File: config.mk
export PLATFORM = sky130hd
export DESIGN_NAME = crossing_light_fsm
export DESIGN_NICKNAME = d
export VERILOG_FILES = /design/src/rtl/xing_pkg.sv /design/src/rtl/xing_next.sv /design/src/rtl/xing_state_reg.sv /design/src/rtl/xing_lamps.sv /design/src/rtl/crossing_light_fsm.sv
export SDC_FILE = /design/constraint.sdc
export NUM_CORES = 1
export LEC_CHECK = 0
export BUFFER_PORTS_ARGS = -buffer_cell sky130_fd_sc_hd__buf_2
export CAP_MARGIN = 20
export CORE_AREA = 5 5 42 44
export DETAILED_ROUTE_END_ITERATION = 8
export DIE_AREA = 0 0 47 49
export PLACE_DENSITY = 0.44
export SYNTH_ARGS = -nofsm -noshare
export SYNTH_HDL_FRONTEND = slang
export SYNTH_SLANG_ARGS = --single-unit
File: constraint.sdc
create_clock -name clk -period 2.82 [get_ports clk]
set_input_delay 0.282 -clock clk [delete_from_list [all_inputs] [get_ports clk]]
set_output_delay 0.282 -clock clk [all_outputs]
set_load 0.02 [all_outputs]
File: src/rtl/xing_pkg.sv
package xing_pkg;

    typedef enum logic [1:0] {
        LAMP_GO   = 2'b00,
        LAMP_WARN = 2'b01,
        LAMP_STOP = 2'b10
    } lamp_t;

    typedef enum logic [1:0] {
        PH_A_GO   = 2'd0,
        PH_A_WARN = 2'd1,
        PH_B_GO   = 2'd2,
        PH_B_WARN = 2'd3
    } phase_t;

    localparam int NUM_PHASES = 4;
    localparam int DBG_W      = NUM_PHASES;

endpackage

File: src/rtl/xing_next.sv
module xing_next
    import xing_pkg::*;
(
    input  phase_t cur,
    input  logic   sense_a,
    input  logic   sense_b,
    output phase_t nxt
);

    // Next-state table: hold green on a busy road, one yellow cycle on release
    always_comb begin
        nxt = PH_A_GO;
        unique case (cur)
            PH_A_GO:   nxt = sense_a ? PH_A_GO : PH_A_WARN;   // A_HOLD / A_RELEASE
            PH_A_WARN: nxt = PH_B_GO;                          // A_HANDOVER
            PH_B_GO:   nxt = sense_b ? PH_B_GO : PH_B_WARN;   // B_HOLD / B_RELEASE
            PH_B_WARN: nxt = PH_A_GO;                          // B_HANDOVER
        endcase
    end

endmodule

File: src/rtl/xing_state_reg.sv
module xing_state_reg
    import xing_pkg::*;
#(
    parameter bit ONE_HOT = 1'b0
)(
    input  logic               clk,
    input  logic               rst,
    input  phase_t             nxt,
    output phase_t             cur,
    output logic [DBG_W-1:0]   code
);

    localparam int BIN_W = $clog2(NUM_PHASES);

    generate
        if (ONE_HOT) begin : g_onehot
            logic [NUM_PHASES-1:0] oh_q;

            always_ff @(posedge clk) begin
                if (rst) oh_q <= NUM_PHASES'(1);
                else     oh_q <= NUM_PHASES'(1) << nxt;
            end

            always_comb begin
                case (oh_q)
                    4'b0010: cur = PH_A_WARN;
                    4'b0100: cur = PH_B_GO;
                    4'b1000: cur = PH_B_WARN;
                    default: cur = PH_A_GO;
                endcase
            end

            assign code = oh_q;
        end else begin : g_binary
            logic [BIN_W-1:0] bin_q;

            always_ff @(posedge clk) begin
                if (rst) bin_q <= BIN_W'(PH_A_GO);
                else     bin_q <= BIN_W'(nxt);
            end

            assign cur  = phase_t'(bin_q);
            assign code = DBG_W'(bin_q);
        end
    endgenerate

endmodule

File: src/rtl/xing_lamps.sv
module xing_lamps
    import xing_pkg::*;
(
    input  phase_t cur,
    output lamp_t  lamp_a,
    output lamp_t  lamp_b
);

    // Moore output decode: lamps are a function of the phase only
    always_comb begin
        lamp_a = LAMP_GO;
        lamp_b = LAMP_STOP;
        unique case (cur)
            PH_A_GO:   begin lamp_a = LAMP_GO;   lamp_b = LAMP_STOP; end
            PH_A_WARN: begin lamp_a = LAMP_WARN; lamp_b = LAMP_STOP; end
            PH_B_GO:   begin lamp_a = LAMP_STOP; lamp_b = LAMP_GO;   end
            PH_B_WARN: begin lamp_a = LAMP_STOP; lamp_b = LAMP_WARN; end
        endcase
    end

endmodule

File: src/rtl/crossing_light_fsm.sv
module crossing_light_fsm
    import xing_pkg::*;
#(
    parameter bit ONE_HOT = 1'b0
)(
    input  logic       clk,
    input  logic       rst,
    input  logic       sense_a,
    input  logic       sense_b,
    output logic [1:0] lamp_a,
    output logic [1:0] lamp_b,
    output logic [3:0] dbg_state
);

    phase_t phase_cur;
    phase_t phase_nxt;
    lamp_t  la;
    lamp_t  lb;

    xing_next u_next (
        .cur     (phase_cur),
        .sense_a (sense_a),
        .sense_b (sense_b),
        .nxt     (phase_nxt)
    );

    xing_state_reg #(.ONE_HOT(ONE_HOT)) u_state (
        .clk  (clk),
        .rst  (rst),
        .nxt  (phase_nxt),
        .cur  (phase_cur),
        .code (dbg_state)
    );

    xing_lamps u_lamps (
        .cur    (phase_cur),
        .lamp_a (la),
        .lamp_b (lb)
    );

    assign lamp_a = la;
    assign lamp_b = lb;

endmodule

==> summary.md, run 1 <==
| Metric | Value |
|---|---|
| XOR/XNOR share of the synthesized area | 0% |
| Die width | 47 µm |
| Finish-stage setup viols | 0 |
| Commonest non-fill, non-tap cell in the layout | buf_2 |
| Final hold vios | 0 |
| Fillers | 167 |
| Crit path time final | 1510 ps |
| Max Buffers Root-to-Sink | 2 |
| # Post-CTS Setup Buffers | 0 |
| Synth unique cells | 10 |
| Latest clock arrival within the worst-skew pair | 220 ps |
| Slowest Stage Delay on Critical Path | 390 ps |
| Power Density | 559 mW/mm² |
| Gpl congestion | 0.641 |
| Cts repair resizes | 0 |
| Yosys top cell by area | ha_1 |
| Mapped Avg Cell Area | 9.11 µm² |
| Share of the synthesized area in the top cell type | 38.2% |
| Largest family of logic cells by synthesized area | adder cells |
| Vias per cell | 3.07 |
| Multiplexer area fraction after synthesis | 0% |
| Seq cells post-synth | 2 |
| Nets | 40 |
| Slowest stage cell, crit path | dfxtp_1 |
| Area Overhead vs Synth | 46.6% |
| DR vias | 138 |
| Synth Area in Adders | 38.2% |
| Commonest non-fill, non-tap cells in the layout | 9 x buf_2, 5 x ha_1, 3 x clkbuf_4 |
| CTS tree | done |
| RSZ-0062 raised after global routing | no |
| Worst vdd ir | 130 µV |
| Largest register FFs | 2 |
| Starting Density | 11.7% |
| Core area | 0.00140 mm² |
| DR iter-0 viols | 3 |
| First-pass GRT wire length | 641 µm |
| Worst Skew | 0.941 ps |
| Max Cap Viol | 0 |
| Status | finished, final reports clean |
| Port Buffers | 9 |
| CTS sink count | 2 |
| Vias in the first global route | 148 |
| Most frequent cell on the critical path | nor2_1 |
| Crit path arrival time | 1220 ps |
| Pin count of the biggest net entering global routing | 6 |
| WL per Instance | 8.20 µm |
| Cell Chain, Critical Path | inv_1 -> ha_1 -> nor2_1 -> nor2_1 -> buf_2 |
| # H-tree levels | 1 |
| Worst Path Max Fanout | 5 |
| Static leakage power | 0.134 nW |
| Height of the die | 49 µm |
| WP buf/inv | 2 |
| Fin Hold WS | 229 ps |
| Drt pass-1 iters | 2 |
| Layout cells sized above 1 | 41.4% |
| Die area | 0.00230 mm² |
| Clk root buf | clkbuf_4 |
| Residual DRC | 0 |
| Total power | 0.134 mW |
| Largest delay contributor family on the critical path | flip-flops |
| Largest cells by area after synthesis | ha_1 38%, dfxtp_1 24%, buf_4 9.2%, or3b_1 5.3%, inv_1 4.6% |
| Final max-slew violation count | 0 |
| FMAX | 664 MHz |
| CP required | 2540 ps |
| Post-route setup slack | 1310 ps |
| Hold_buf cts | 0 |
| Crit path capture type | output pin |
| DRT Wirelength | 369 µm |
| YS warnings | 0 |
| Period utilisation layout | 53.4% |
| FP Rows | 14 |
| GR Overflow Total | 0 |
| CP Launch Type | flip-flop |
| Mapped Cells | 18 |
| DRT antenna net count | 0 |
| Total GRT Usage | 4.43% |
| I/O Pins | 12 |
| HP Class | in -> reg |
| Antenna violations before repair | 0 |
| Post-Synth Simple-Gate Area | 18.3% |
| Diode count | 0 |
| Sequential-to-total area share from yosys stat | 24.4% |
| Reg clk slew, reported paths | 30 ps |
| Critical path type | reg -> out |
| Placement-stage worst setup slack | 1520 ps |
| Post-synth design cell area | 164 µm² |
| Setup TNS | 0 ps |
| Dpl hpwl | 305 µm |
| Compound-cell area share of the yosys netlist | 3.05% |
| Inserted Clock Buffers | 3 |
where the power goes:
group	internal [mW]	switching, mW	leakage [nW]
Sequential	0.0315	0.00366	0.0165
Clock	0.0470	0.0172	0.0138
Combinational	0.0129	0.0221	0.104
Total	0.0914	0.0429	0.134
cells in the mapped netlist:
library cell,count
nor2b_1,1
inv_1,2
nor2_1,2
a21oi_1,1
ha_1,5
conb_1,1
or3b_1,1
or2b_1,1
dfxtp_1,2
buf_4,2
stage by stage:
step | utilization (%) | cells | cell area, µm²
after global routing | 17.1 | 45 | 240
after CTS | 17.1 | 45 | 240
after global placement | 15.5 | 42 | 218
after detailed placement | 15.5 | 42 | 218
final | 17.1 | 45 | 240
after floorplan | - | 19 | 168
layer usage:
metal  share of wire, %  GRT usage, %
met4                2.2          5.53
met3                 29          5.17
met2                 29          3.62
met1                 39          4.60
met5                  0             0
worst paths after layout:
check                                 start                   endpoint  slack [ps]  cells after the start
setup / recovery  u_state.cur[0]$_SDFF_PP0_                  lamp_a[1]        1310                      5
hold / removal                          rst  u_state.cur[0]$_SDFF_PP0_         230                      2
setup reg to reg  u_state.cur[0]$_SDFF_PP0_  u_state.cur[0]$_SDFF_PP0_        1520                      4
hold reg to reg   u_state.cur[1]$_SDFF_PP0_  u_state.cur[1]$_SDFF_PP0_         700                      3
kinds of logic after synthesis:
family	Yosys count
adders and majority gates	5
and+or+nand+nor	5
buffers and inverters	4
DFF	2
AOI/OAI and AO/OA	1
other	1
worst register-to-register path, stage by stage, from the launching register on:
cell and delay [ps]:
dfxtp_1 390, inv_1 80, ha_1 240, or3b_1 370, a21oi_1 140
cell type report:
class                           count  area (µm²)  area share, %
Tap cell                           16        20.0           8.33
Inverter                            2        7.51           3.13
Clock buffer                        3        22.5           9.38
Timing Repair Buffer                9        45.0           18.8
Sequential cell                     2        40.0           16.7
Multi-Input combinational cell     13         105           43.8
Power figures use the tool's default switching activity.
==> inputs of run 2 (changes only) <==
Settings changed: PLACE_DENSITY 0.44 to 0.45.
Clock period 2.82 ns to 1.23 ns, I/O delays scaled along.
==> run 2 against run 1 <==
First-iteration DRC count shrank 100%. Sequential share of layout area shrank 3.0 points. Count of clock-buffer cells in the layout grew 1. Combinational power grew to 3.7 times the previous value. Worst hold slack lost 180 ps. Worst setup slack lost 1300 ps. Register-to-register slack lost 1500 ps. Via count grew 11%. Sequential power grew 130%. Power grew to 2.8 times the previous value. Die area is the same.
==> summary.md, run 2 (synthesis results as in run 1) <==
| Metric | Value |
|---|---|
| Post-layout util | 23.6% |
| Static leakage power | 0.155 nW |
| Hold wc startpoint | rst |
| Inst Count DP | 45 |
| Final hold vios | 0 |
| Post-route cell area | 330 µm² |
| I/O Pins | 12 |
| Worst Path Max Fanout | 4 |
| Cell Chain, Critical Path | buf_6 -> ha_4 -> nor2_4 -> nor2_1 -> buf_4 |
| Crit path arrival time | 1110 ps |
| Nets | 43 |
| Height of the die | 49 µm |
| DRT Wirelength | 390 µm |
| Max Buffers Root-to-Sink | 2 |
| Largest delay contributor family on the critical path | flip-flops |
| DR vias | 153 |
| Gpl congestion | 0.649 |
| Worst vdd ir | 409 µV |
| M3 GR Usage | 2.21% |
| GRT met1 Usage | 5.47% |
| Antenna violations before repair | 0 |
| Multi-input gate area | 154 µm² |
| Crit path capture type | output pin |
| GR peak layer | met1 |
| Residual DRC | 0 |
| Diode count | 0 |
| Vias in the first global route | 162 |
| Starting Density | 11.7% |
| HP Class | in -> reg |
| Period utilisation layout | 99.9% |
| DR iter-0 viols | 0 |
| CP Launch Type | flip-flop |
| Total GRT Usage | 4.36% |
| Setup crit start | u_state.cur[0]$_SDFF_PP0_ |
| Worst reg-to-reg setup slack | 70 ps |
| Worst Skew | 10.1 ps |
| DRT antenna net count | 0 |
| CTS sink count | 2 |
| Status | finished, final reports clean |
| Power Density | 1140 mW/mm² |
| Commonest non-fill, non-tap cells in the layout | 8 x buf_2, 3 x ha_4, 3 x clkbuf_4 |
| WP depth | 5 |
| Die width | 47 µm |
| Post-route setup slack | 1.41 ps |
| Inserted Clock Buffers | 3 |
| Placement-stage worst setup slack | 72.3 ps |
| Commonest non-fill, non-tap cell in the layout | buf_2 |
| WL per Instance | 7.96 µm |
| Met2 Track Usage GR | 4.98% |
| R2R Path End | u_state.cur[0]$_SDFF_PP0_ |
| Pin count of the biggest net entering global routing | 5 |
| Slowest stage cell, crit path | dfxtp_4 |
| Finish-stage setup viols | 0 |
| Max Cap Viol | 0 |
| First-pass GRT wire length | 669 µm |
| Fillers | 171 |
| Latest clock arrival within the worst-skew pair | 230 ps |
| Hold_buf cts | 0 |
| Layout cells sized above 1 | 72.7% |
| Area Overhead vs Synth | 102% |
| Largest register FFs | 2 |
| Worst hold path depth | 2 |
| CP required | 1110 ps |
| Drt pass-1 iters | 1 |
| Worst Hold End | u_state.cur[0]$_SDFF_PP0_ |
| RSZ-0062 raised after global routing | yes |
| Final max-slew violation count | 0 |
| Reg clk slew, reported paths | 40 ps |
| WP buf/inv | 2 |
| Vias per cell | 3.12 |
| # H-tree levels | 1 |
| Register area | 45.0 µm² |
| Finished Layout Cells | 49 |
| Port Buffers | 9 |
| Core area | 0.00140 mm² |
| Crit path time final | 1230 ps |
| Clk root buf | clkbuf_4 |
| Slowest Stage Delay on Critical Path | 340 ps |
| GR Overflow Total | 0 |
| Die area | 0.00230 mm² |
| Worst-case reg-to-reg path depth | 4 |
| FP Rows | 14 |
| Area after DPL | 248 µm² |
| FMAX | 814 MHz |
| FF-to-FF Start | u_state.cur[1]$_SDFF_PP0_ |
| Critical path type | reg -> out |
| CTS tree | done |
| Dpl hpwl | 310 µm |
## run 2: cell types whose count changed in the layout (fill, tap and decap cells not counted), sizes merged
| cell | delta |
|---|---|
| clkbuf | +1 |
| buf | +3 |
## run 2: worst reg2reg max path: stages, from the launching register on
cell	delay (ps)
dfxtp_2	360
inv_2	60
ha_4	160
or3b_1	390
a21oi_2	130
## run 2: layout make-up
class	instances	area share [%]
timing repair buffer	12	23.5
tap	16	6.06
multi-input combinational	13	46.6
clock buffer	4	7.95
inverter	2	2.27
sequential	2	13.6
## run 2: worst max-delay path by stage
stage / endpoint / slack [ps]
after floorplan: u_state.cur[0]$_SDFF_PP0_ / 10
after detailed placement: u_state.cur[0]$_SDFF_PP0_ / 70
after CTS: lamp_a[1] / -20
final: lamp_a[1] / 1
after global placement: u_state.cur[0]$_SDFF_PP0_ / 60
after global routing: lamp_a[1] / -50
## run 2: power breakdown
part / switching [mW] / internal, mW / leakage (nW)
clock network: 0.0455 / 0.121 / 0.0150
logic: 0.0678 / 0.0611 / 0.123
registers: 0.00781 / 0.0728 / 0.0175
total: 0.121 / 0.255 / 0.155
## run 2: per-layer routing
layer | routed length [µm] | up-vias | part of all wire, %
met2 | 149 | 11 | 38
li1 | - | 79 | -
met5 | 0 | - | 0
met1 | 173 | 63 | 44
met4 | 0 | 0 | 0
met3 | 67 | 0 | 17
## run 2: repair_timing
| action | CTS | global route |
|---|---|---|
| gates resized for setup | 12 | 1 |
| buffers inserted | 1 | 0 |
| setup endpoints to repair | 2 | 4 |
| pin swaps | 4 | 0 |
## run 2: through the flow
step	TNS, ps	hold slack, ps	power (mW)
5_1_grt	-106	60.3	0.411
3_3_place_gp	0	294	0.182
2_1_floorplan	0	182	0.143
6_report	0	52.8	0.376
4_1_cts	-18.4	38.4	0.392
3_5_place_dp	0	293	0.184
==> inputs of run 3 (changes only) <==
Settings changed: ABC_AREA from default to 1, PLACE_DENSITY 0.45 to 0.46.
==> run 3 against run 2 <==
Worst setup slack improved by 42 ps. Maximum frequency is 3.5% higher. Power increased by 59%. Synthesized cell count up 28%. Largest power group is now combinational logic.
==> summary.md, run 3 <==
| Metric | Value |
|---|---|
| Status | finished, final reports clean |
| Total GRT Usage | 4.22% |
| Dpl hpwl | 318 µm |
| FF-to-FF Start | u_state.cur[0]$_SDFF_PP0_ |
| Static leakage power | 0.170 nW |
| Hold_buf cts | 0 |
| WL per Instance | 8.38 µm |
| Final hold vios | 0 |
| Height of the die | 49 µm |
| Inserted Clock Buffers | 3 |
| Worst Path Max Fanout | 5 |
| Seq cells post-synth | 2 |
| # H-tree levels | 1 |
| Crit path time final | 1190 ps |
| Worst reg-to-reg setup slack | 320 ps |
| DR vias | 166 |
| YS warnings | 0 |
| Worst vdd ir | 452 µV |
| Sw Pwr | 0.252 mW |
| Vias per cell | 3.19 |
| Mapped Avg Cell Area | 7.62 µm² |
| Die area | 0.00230 mm² |
| Worst hold path depth | 2 |
| First-pass GRT wire length | 648 µm |
| Max Cap Viol | 0 |
| CP required | 1110 ps |
| Residual DRC | 0 |
| Port Buffers | 9 |
| Hold wc startpoint | rst |
| Post-synth design cell area | 175 µm² |
| Post-route setup slack | 43.5 ps |
| Largest delay contributor family on the critical path | flip-flops |
| Worst Hold End | u_state.cur[1]$_SDFF_PP0_ |
| Pin count of the biggest net entering global routing | 6 |
| Critical path type | reg -> out |
| Crit path arrival time | 1060 ps |
| CTS sink count | 2 |
| Layout cells sized above 1 | 66.7% |
| Worst-case reg-to-reg path depth | 5 |
| GR Overflow Total | 0 |
| Post-synth EDFFs | 0 |
| Net Sw Frac | 42.1% |
| Logic pwr share | 55.1% |
| Final max-slew violation count | 0 |
| R2R Path End | u_state.cur[0]$_SDFF_PP0_ |
| Crit path capture type | output pin |
| Gpl congestion | 0.570 |
| Starting Density | 12.5% |
| Largest register FFs | 2 |
| Finish-stage setup viols | 0 |
| Reg clk slew, reported paths | 30 ps |
| Top-count cell post-synth | inv_1 |
| WP buf/inv | 1 |
| Area Overhead vs Synth | 82.9% |
| CTS tree | done |
| Max Buffers Root-to-Sink | 2 |
| Total internal power | 0.347 mW |
| Vias in the first global route | 176 |
| Period utilisation layout | 96.5% |
| Die width | 47 µm |
| Nets | 47 |
| Mapped Cells | 23 |
| Main synth FF type | dfxtp_1 |
| DR iter-0 viols | 0 |
| Placement-stage worst setup slack | 160 ps |
| Commonest non-fill, non-tap cells in the layout | 8 x buf_2, 4 x inv_1, 3 x nand2_1, 3 x clkbuf_4 |
| Synth unique cells | 8 |
| Worst Skew | 0.0697 ps |
| FP Rows | 14 |
| Slowest stage cell, crit path | dfxtp_4 |
| DRT Wirelength | 436 µm |
| Share of the synthesized area in the top cell type | 35.7% |
| Core area | 0.00140 mm² |
| CP Launch Type | flip-flop |
| Clock power frac | 23.6% |
| Post-synthesis async set-or-reset flop share | 0% |
| Setup TNS | 0 ps |
| DRT antenna net count | 0 |
| Commonest non-fill, non-tap cell in the layout | buf_2 |
| Clk root buf | clkbuf_4 |
| Drt pass-1 iters | 1 |
| Seq pwr share | 21.3% |
| Antenna violations before repair | 0 |
| I/O Pins | 12 |
| Top post-synthesis cells by count | 6 x inv_1, 5 x ha_1, 3 x nand2_1, 3 x nor2_1 |
| Cell Chain, Critical Path | ha_2 -> nor2_4 -> nor2_2 -> buf_6 |
| Sequential-to-total area share from yosys stat | 22.9% |
| Yosys top cell by area | ha_1 |
| FMAX | 843 MHz |
| Slowest Stage Delay on Critical Path | 370 ps |
| Diode count | 0 |
| Latest clock arrival within the worst-skew pair | 220 ps |
| Power Density | 1870 mW/mm² |
| Largest cells by area after synthesis | ha_1 36%, dfxtp_1 23%, inv_1 13%, buf_4 8.6%, nand2_1 6.4% |
| Total power | 0.599 mW |
| HP Class | in -> reg |
==> run 3: per-stage QoR <==
stage	cell area (µm²)	utilization [%]	cells	hold WS [ps]
5_1_grt	320	22.9	52	76.7
4_1_cts	294	21.0	52	59.3
2_1_floorplan	183	-	24	194
6_report	320	22.9	52	68.4
3_3_place_gp	233	16.6	47	309
3_5_place_dp	233	16.6	47	308
==> run 3: repair_timing <==
item                       CTS  global route
setup endpoints to repair    2             2
resized for setup            8             7
pin swaps                    1             2
buffers inserted             2             0
==> run 3: worst max-delay path by stage <==
stage                              start        end  depth (start not counted)
2_1_floorplan  u_state.cur[1]$_SDFF_PP0_  lamp_a[1]                          3
3_3_place_gp   u_state.cur[0]$_SDFF_PP0_  lamp_a[1]                          5
5_1_grt        u_state.cur[1]$_SDFF_PP0_  lamp_a[1]                          4
4_1_cts        u_state.cur[1]$_SDFF_PP0_  lamp_a[1]                          4
6_report       u_state.cur[1]$_SDFF_PP0_  lamp_a[1]                          4
3_5_place_dp   u_state.cur[1]$_SDFF_PP0_  lamp_a[1]                          4
==> run 3: area by class of cell <==
class,instances,area (µm²)
fill,171,1080
multi-input combinational,14,139
timing repair buffer,11,66.3
sequential,2,47.5
inverter,6,25.0
clock buffer,3,22.5
tap,16,20.0
==> run 3: logic make-up after synthesis <==
logic type	synth area share (%)
flip-flops	22.9
AO/OA/AOI/OAI	5.00
other	2.14
adder cells (fa/ha/maj)	35.7
AND/OR/NAND/NOR	12.9
buffers and inverters	21.4
==> run 3: per-layer routing <==
| layer | track usage, % | wire, µm | part of all wire (%) |
|---|---|---|---|
| met2 | 6.33 | 262 | 60 |
| met1 | 3.73 | 141 | 32 |
| met3 | 1.11 | 33 | 7.6 |
| met4 | 5.53 | 0 | 0 |
| met5 | 0 | 0 | 0 |
==> run 3: power by group through the flow <==
stage	logic, mW	clock network [mW]	registers [mW]
3_3_place_gp	0.238	0	0.111
5_1_grt	0.360	0.152	0.132
4_1_cts	0.286	0.155	0.120
6_report	0.330	0.141	0.127
3_5_place_dp	0.236	0	0.113
2_1_floorplan	0.152	0	0.132
